==> src/rtl/trc_pkg.sv <==
package trc_pkg;

    typedef enum logic [1:0] {
        ST_RUN  = 2'd0,
        ST_PEND = 2'd1,
        ST_HALT = 2'd2
    } trc_state_e;

    typedef struct packed {
        logic valid;
        logic trap;
        logic intr;
        logic halt;
    } trc_flags_t;

    localparam logic [1:0] PRIV_U = 2'b00;
    localparam logic [1:0] PRIV_S = 2'b01;
    localparam logic [1:0] PRIV_M = 2'b11;

    localparam int CSR_AW = 12;

endpackage

==> src/rtl/trc_csr_decode.sv <==
module trc_csr_decode
    import trc_pkg::*;
#(
    parameter int NCSR = 64,
    parameter int NWP  = 2
) (
    input  logic [NWP-1:0]        we,
    input  logic [NWP*CSR_AW-1:0] addr,
    output logic [NCSR-1:0]       mask
);

    localparam int IW = (NCSR > 1) ? $clog2(NCSR) : 1;

    logic [NWP:0][NCSR-1:0] acc;

    assign acc[0] = '0;

    for (genvar p = 0; p < NWP; p++) begin : g_port
        logic [CSR_AW-1:0] a;
        logic [NCSR-1:0]   one;
        assign a = addr[p*CSR_AW +: CSR_AW];
        always_comb begin
            one = '0;
            if (we[p] && (32'(a) < NCSR)) begin
                one[a[IW-1:0]] = 1'b1;
            end
        end
        assign acc[p+1] = acc[p] | one;
    end

    assign mask = acc[NWP];

endmodule

==> src/rtl/trc_ctrl.sv <==
module trc_ctrl
    import trc_pkg::*;
(
    input  logic       clk,
    input  logic       rst,
    input  logic       ev_ret,
    input  logic       ev_trap,
    input  logic       hentry,
    input  logic       halt_in,
    output trc_flags_t flags_d
);

    trc_state_e state, state_nxt;
    logic       ev_any;

    assign ev_any = ev_ret | ev_trap;

    always_ff @(posedge clk) begin
        if (rst) begin
            state <= ST_RUN;
        end else begin
            state <= state_nxt;
        end
    end

    always_comb begin
        state_nxt = state;
        unique case (state)
            ST_RUN: begin
                if (ev_any && halt_in)  state_nxt = ST_HALT;
                else if (hentry)        state_nxt = ST_PEND;
                else                    state_nxt = ST_RUN;
            end
            ST_PEND: begin
                if (ev_any && halt_in)      state_nxt = ST_HALT;
                else if (ev_ret && !hentry) state_nxt = ST_RUN;
                else                        state_nxt = ST_PEND;
            end
            ST_HALT: state_nxt = ST_HALT;
            default: state_nxt = ST_RUN;
        endcase
    end

    always_comb begin
        flags_d = '0;
        unique case (state)
            ST_RUN: begin
                flags_d.valid = ev_any;
                flags_d.trap  = ev_trap;
                flags_d.halt  = ev_any & halt_in;
            end
            ST_PEND: begin
                flags_d.valid = ev_any;
                flags_d.trap  = ev_trap;
                flags_d.intr  = ev_ret;
                flags_d.halt  = ev_any & halt_in;
            end
            ST_HALT: flags_d = '0;
            default: flags_d = '0;
        endcase
    end

endmodule

==> src/rtl/trc_out_reg.sv <==
module trc_out_reg
    import trc_pkg::*;
#(
    parameter int XLEN = 32,
    parameter int RCW  = 2,
    parameter int NCSR = 64
) (
    input  logic            clk,
    input  logic            rst,
    input  trc_flags_t      flags_d,
    input  logic [XLEN-1:0] pc_d,
    input  logic [1:0]      priv_d,
    input  logic [RCW-1:0]  cnt_d,
    input  logic [NCSR-1:0] mask_d,
    output trc_flags_t      flags_q,
    output logic [XLEN-1:0] pc_q,
    output logic [1:0]      priv_q,
    output logic [RCW-1:0]  cnt_q,
    output logic [NCSR-1:0] mask_q
);

    always_ff @(posedge clk) begin
        if (rst) begin
            flags_q <= '0;
            pc_q    <= '0;
            priv_q  <= PRIV_M;
            cnt_q   <= '0;
            mask_q  <= '0;
        end else begin
            flags_q <= flags_d;
            pc_q    <= pc_d;
            priv_q  <= priv_d;
            cnt_q   <= cnt_d;
            mask_q  <= mask_d;
        end
    end

endmodule

==> src/rtl/retire_trace.sv <==
module retire_trace
    import trc_pkg::*;
#(
    parameter int NRET = 2,
    parameter int XLEN = 32,
    parameter int NCSR = 64,
    parameter int NWP  = 2,
    localparam int RCW = $clog2(NRET + 1)
) (
    input  logic                  clk,
    input  logic                  rst,
    input  logic [RCW-1:0]        core_ret_cnt,
    input  logic                  core_exc,
    input  logic                  core_hentry,
    input  logic                  core_halt,
    input  logic [XLEN-1:0]       core_pc,
    input  logic [1:0]            core_priv,
    input  logic [NWP-1:0]        core_csr_we,
    input  logic [NWP*CSR_AW-1:0] core_csr_addr,
    output logic                  tr_valid,
    output logic                  tr_trap,
    output logic                  tr_intr,
    output logic                  tr_halt,
    output logic [XLEN-1:0]       tr_pc,
    output logic [1:0]            tr_priv,
    output logic [RCW-1:0]        tr_count,
    output logic [NCSR-1:0]       tr_csr_mask
);

    localparam logic [RCW-1:0] CNT_MAX = RCW'(NRET);

    logic [RCW-1:0]  cnt_c;
    logic            ev_ret;
    logic [NCSR-1:0] mask_raw;
    logic [NCSR-1:0] mask_d;
    logic [RCW-1:0]  cnt_d;
    trc_flags_t      flags_d;
    trc_flags_t      flags_q;

    assign cnt_c  = (core_ret_cnt > CNT_MAX) ? CNT_MAX : core_ret_cnt;
    assign ev_ret = (cnt_c != '0) && !core_exc;

    trc_csr_decode #(
        .NCSR (NCSR),
        .NWP  (NWP)
    ) u_dec (
        .we   (core_csr_we),
        .addr (core_csr_addr),
        .mask (mask_raw)
    );

    trc_ctrl u_ctrl (
        .clk     (clk),
        .rst     (rst),
        .ev_ret  (ev_ret),
        .ev_trap (core_exc),
        .hentry  (core_hentry),
        .halt_in (core_halt),
        .flags_d (flags_d)
    );

    assign cnt_d  = (flags_d.valid && !flags_d.trap) ? cnt_c : '0;
    assign mask_d = flags_d.valid ? mask_raw : '0;

    trc_out_reg #(
        .XLEN (XLEN),
        .RCW  (RCW),
        .NCSR (NCSR)
    ) u_oreg (
        .clk     (clk),
        .rst     (rst),
        .flags_d (flags_d),
        .pc_d    (core_pc),
        .priv_d  (core_priv),
        .cnt_d   (cnt_d),
        .mask_d  (mask_d),
        .flags_q (flags_q),
        .pc_q    (tr_pc),
        .priv_q  (tr_priv),
        .cnt_q   (tr_count),
        .mask_q  (tr_csr_mask)
    );

    assign tr_valid = flags_q.valid;
    assign tr_trap  = flags_q.trap;
    assign tr_intr  = flags_q.intr;
    assign tr_halt  = flags_q.halt;

endmodule

==> config.mk <==
export PLATFORM = sky130hd
export DESIGN_NAME = retire_trace
export DESIGN_NICKNAME = d
export VERILOG_FILES = /design/src/rtl/trc_pkg.sv /design/src/rtl/trc_csr_decode.sv /design/src/rtl/trc_ctrl.sv /design/src/rtl/trc_out_reg.sv /design/src/rtl/retire_trace.sv
export SDC_FILE = /design/constraint.sdc
export NUM_CORES = 1
export LEC_CHECK = 0
export BUFFER_PORTS_ARGS = -buffer_cell sky130_fd_sc_hd__buf_2
export CELL_PAD_IN_SITES_DETAIL_PLACEMENT = 2
export CELL_PAD_IN_SITES_GLOBAL_PLACEMENT = 2
export CORE_MARGIN = 3
export CORE_UTILIZATION = 27
export DETAILED_ROUTE_END_ITERATION = 8
export MAX_ROUTING_LAYER = met4
export PLACE_DENSITY = 0.8
export SETUP_SLACK_MARGIN = 0.1
export SYNTH_ARGS = -nofsm -noshare
export SYNTH_HDL_FRONTEND = slang
export SYNTH_HIERARCHICAL = 1
export SYNTH_SLANG_ARGS = --single-unit
==> constraint.sdc <==
create_clock -name clk -period 1.52 [get_ports clk]
set_clock_uncertainty 0.1 [all_clocks]
set_input_delay 0.076 -clock clk [delete_from_list [all_inputs] [get_ports clk]]
set_output_delay 0.076 -clock clk [all_outputs]
set_load 0.005 [all_outputs]
[Yosys cells after proc, flatten, opt, wreduce, memory -nomap -nowiden]
Index checks and enable logic that the tools add are counted.
Word-level totals
  input bits: 67
  output and inout port bits: 104
  logic and storage cells: 56
  register bits: 106
Cells by class
  bitwise operators: 7
  muxes and demuxes: 13
  reduce and logical (&&, ||, !) cells: 18
  order comparisons: 7
  equality and inequality tests: 2
Operator list (count)
  64-bit two-way mux: 2
  64-bit OR: 1
  12-bit by 7-bit < comparator with 1-bit output, second input constant: 2
  6-bit by 7-bit < comparator with 1-bit output, second input constant: 2
  1-bit demux with 6-bit select: 2
  6-bit by 1-bit greater-or-equal comparator with 1-bit output, second input constant: 2
  2-bit OR reduction: 5
  1-bit logical AND: 8
  2-bit two-way mux: 4
  2-bit case mux with 3 select lines: 1
  1-bit two-way mux: 4
  1-bit inverter: 4
  1-bit logical NOT: 3
  2-bit by 1-bit equality test with 1-bit output, second input constant: 1
  2-bit equality test, second input constant: 1
  2-bit > comparator, second input constant: 1
  2-bit logical NOT: 1
  2-bit nonzero test: 1
  1-bit bitwise AND: 1
  1-bit OR: 1

[Longest topological paths before layout]
  depth in word-level cells: 10
  depth in mapped cells: 7
  depth with buffers taken out: 5

[Modules after synthesis]
The synthesis kept the hierarchy.
By module, submodules not included
  trc_out_reg: sequential area each 2082.0 µm², area each 2791.4 µm², cells an instance 219, instances 1
  trc_csr_decode: sequential area each 0.0 µm², area each 963.4 µm², cells an instance 179, instances 1
  retire_trace: sequential area each 0.0 µm², area each 498.0 µm², cells an instance 74, instances 1
  trc_ctrl: sequential area each 40.0 µm², area each 112.6 µm², cells an instance 13, instances 1

[Worst setup path after synthesis]
No wires, ideal clock.
  kind: input -> register
  start point: input port core_csr_addr[21]
  end point: register u_oreg.mask_q[62]
  setup slack: 0.275 ns
  arrival time: 1.079 ns
  setup time: 0.065 ns
  stages on the path: 6
  path through: nor4b_2 nand3_1 buf_2 o22ai_1 and2_1 nor2b_1
On the way
  word-level cells in the longest chain between the ends: 4
Ends and longest elaborated chain
  start, declared: line retire_trace.sv:19  | input logic [NWP*CSR_AW-1:0] core_csr_addr,
  12-bit by 7-bit < comparator with 1-bit output: line trc_csr_decode.sv:24  | if (we[p] && (32'(a) < NCSR)) begin
  1-bit logical AND: line trc_csr_decode.sv:24
  64-bit two-way mux: line trc_csr_decode.sv:24
  64-bit OR: line trc_csr_decode.sv:28  | assign acc[p+1] = acc[p] | one;
  via mask_raw[62]: line retire_trace.sv:34  | logic [NCSR-1:0] mask_raw;
  end signal, assigned: line trc_out_reg.sv:34  | mask_q <= mask_d;
  end, declared: line trc_out_reg.sv:19  | output logic [NCSR-1:0] mask_q
The timed path passes the listed nets, and every way through them passes these cells.
A chain may end at the register's enable or synchronous reset.

==> flow_metrics.py <==
metrics = {
    "outcome": {
        "status": "completed",
    },
    "place": {
        "hpwlAfterDp_mm": 11.8,
        "gp_congestion": 0.838,
        "port_buffers": 170,
    },
    "power_and_ir_drop": {
        "swShare_pct": 26.0,
        "p_clk_share_pct": 39.5,
        "comb_power_share_pct": 11.6,
        "p_leak_uw": 0.00278,
        "power.switching_uw": 1520,
        "p_per_area_mw_per_mm2": 931,
        "p_seq_share_pct": 48.9,
        "power.internal_uw": 4330,
        "ir_worst_vdd_v": 0.000578,
    },
    "cells_and_area": {
        "diodes": 0,
        "area_growth_pct": 44.0,
        "layout-drive-gt1-share_pct": 32.2,
        "final_nets": 763,
        "fill_cells": 1704,
    },
    "synthesis": {
        "synth_fa_ha_area_share_pct": 0,
        "synthArstFlopShare_pct": 0,
        "yosysWarningCount": 6,
        "synthCells": 485,
        "synth_mux_area_share_pct": 0.258,
        "ys_types": 29,
        "synth_top_area_share_pct": 48.6,
        "synth_top_cell_by_area": "dfxtp_1",
        "ys.flop_type": "dfxtp_1",
        "synth-compound-area-share_pct": 9.72,
        "synth_edf_count": 0,
        "yosys.area_share.simple_pct": 36.7,
        "synth.ff_latch_count": 106,
        "synth_top_family_by_area": "simple AND/OR/NAND/NOR gates",
        "synthesis.area_mm2": 0.00437,
        "seq_area_frac_synth_pct": 48.6,
        "synth_xor_area_share_pct": 0,
        "syn_nets": 552,
        "synth.avg_cell_area_um2": 9.00,
        "synthTopCellsByArea": "dfxtp_1 49%, nor2b_1 15%, and2_1 9.5%, o22ai_1 9.2%, nand2_1 5.5%",
    },
    "route": {
        "avgViaCountPerCell": 4.67,
        "drt-total-wl_mm": 19.2,
        "first_pass_iters": 4,
        "drtIter0Drc": 155,
        "wire_per_inst_um": 21.0,
        "ant_nets": 0,
        "vias": 4257,
        "remaining_drc_errors": 0,
    },
    "cts": {
        "clock_latency_ns": 0.37,
        "clock_sinks": 106,
        "htree_levels": 3,
        "cts_tree": "done",
        "clk_pin_slew_worst_paths_ns": 0.08,
        "cts_buffers": 9,
        "cts-root-buf": "clkbuf_16",
        "clockBufferDepth": 2,
    },
    "floorplan": {
        "die_y_um": 133,
        "initial_core_util_pct": 28.2,
        "die_w_um": 133,
        "dieArea_mm2": 0.0177,
        "io_pins": 171,
        "rows": 45,
        "core_mm2": 0.0155,
    },
    "sta": {
        "post-route-min-period_ns": 1.33,
        "rsz0062_at_grt": "false",
        "maxSlewHeadroom_pct": 75.4,
        "setup_tns_ns": 0,
        "hold_ws_ns": 0.0721,
        "slew_violations": 0,
        "worst_slew_pin_slew_ns": 0.369,
        "finalHoldViolations": 0,
        "setup_violations": 0,
        "period_share_pct": 87.3,
        "fmaxAchievable_ghz": 0.754,
    },
    "critical_path": {
        "critPathTopFamily": "simple AND/OR/NAND/NOR gates",
        "critPathSlowestCell": "dfxtp_2",
        "crit_arrival_ns": 1.51,
        "crit_buf_inv": 2,
        "rr_worst_depth": 5,
        "slowest_delay_ns": 0.38,
        "crit_path_max_fanout": 16,
        "cp_num_cells": 5,
        "r2r-start": "u_ctrl/state[1]$_SDFF_PP0_",
        "critical_path_class": "register to register",
        "end_kind": "register",
        "cp-startpoint": "u_ctrl/state[1]$_SDFF_PP0_",
        "start_kind": "register",
        "crit_required_ns": 1.70,
        "crit_chain": "nor2_4 -> buf_12 -> buf_6 -> and2_1 -> nor2b_1",
    },
    "global_routing": {
        "grt_util_all_layers_pct": 21.0,
        "antenna_found_initial": 1,
        "grt.overflow.total": 0,
        "grt_pass1_wl_mm": 28.0,
        "grt_max_degree": 67,
        "first_global_vias": 4673,
    },
    "worst_hold_path": {
        "hp-start": "rst",
        "hold-path-cell-count": 3,
        "hp-class": "primary input to register",
    },
    "job": {
        "cap_viol_max_count": 0,
    },
}
sequential cells by signal (all words and copies together), names as in the netlist:
signal	count
u_oreg/priv_q	2
u_oreg/cnt_q	2
u_oreg/flags_q	4
u_ctrl/state	2
u_oreg/mask_q	64
u_oreg/pc_q	32
synthesized netlist by cell type, types with 2 or more instances:
cell        n
and2_1     66
and3_1      2
buf_2      17
buf_6       6
nor2b_1   107
nor3b_1     6
nand3_1     2
o22ai_1    64
or2_1       2
and3b_1     7
dfxtp_1   106
nor3_1      4
buf_1       5
nand2_1    64
nor2_1      7
clkbuf_1    7
path summary, 6_finish.rpt:
| kind | to | slack, ns |
|---|---|---|
| min reg2reg | u_ctrl/state[0]$_SDFF_PP0_ | 0.48 |
| max reg2reg | u_oreg/mask_q[3]$_SDFF_PP0_ | 0.19 |
| max | u_oreg/mask_q[3]$_SDFF_PP0_ | 0.19 |
| min | u_ctrl/state[1]$_SDFF_PP0_ | 0.07 |
power by group through the flow:
stage | Sequential, uW | Clock, uW | Combinational, uW
finish | 2860 | 2310 | 677
global placement | 2910 | 0 | 470
floorplan | 2920 | 0 | 234
global route | 2870 | 2500 | 736
CTS | 2850 | 2340 | 577
detailed placement | 2920 | 0 | 495
worst register-to-register path, stage by stage (launching register included):
cell	delay, ns
dfxtp_2	0.38
nor2_4	0.12
buf_12	0.14
buf_6	0.18
and2_1	0.14
nor2b_1	0.17
cells by family after synthesis:
group | Yosys count
simple gates | 275
compound gates | 67
buf+inv | 36
flops | 106
mux | 1
through the flow:
| stage | std cells | instance area [um2] | util (%) | power (uW) | setup WS [ns] |
|---|---|---|---|---|---|
| floorplan | 485 | 4370 | - | 3160 | 0.275 |
| global placement | 854 | 5530 | 35.7 | 3380 | 0.0348 |
| detailed placement | 854 | 5530 | 35.7 | 3410 | -0.0475 |
| CTS | 907 | 6190 | 40.0 | 5770 | 0.117 |
| global route | 912 | 6290 | 40.6 | 6100 | 0.129 |
| finish | 912 | 6290 | 40.6 | 5850 | 0.193 |
timing repair:
item	in CTS	in global routing
hold buffers	37	0
resized for setup	0	2
setup endpoints to repair	0	64
setup buffers	0	2
hold endpoints to repair	36	0
layer usage:
layer  vias to the layer above  track usage, %  routed length (um)
met1                      2074            24.0                8160
met5                         -               -                   0
met3                        16            5.59                1150
met2                       152            37.2                9700
met4                         0            4.29                 178
li1                       2015               -                   -
area by class of cell:
type | instances | area [um2] | share of cell area (%)
Multi-Input combinational cell | 343 | 2050 | 32.5
Clock inverter | 6 | 48.8 | 0.776
Tap cell | 211 | 264 | 4.20
Clock buffer | 10 | 239 | 3.80
Sequential cell | 106 | 2120 | 33.8
Timing Repair Buffer | 236 | 1570 | 24.9
layout by cell type, fill, tap and decap left out, drive strengths merged, types with 4 or more instances in the layout:
master / synthesis / layout
nor3: 4 / 4
dlygate4sd3: 0 / 37
and3b: 8 / 8
dfxtp: 106 / 106
nor2b: 107 / 107
and2: 66 / 66
nand2: 64 / 64
o22ai: 64 / 64
clkbuf: 7 / 12
nor2: 8 / 8
buf: 29 / 197
nor3b: 6 / 6
No activity file was read; power rests on OpenSTA's default activity.
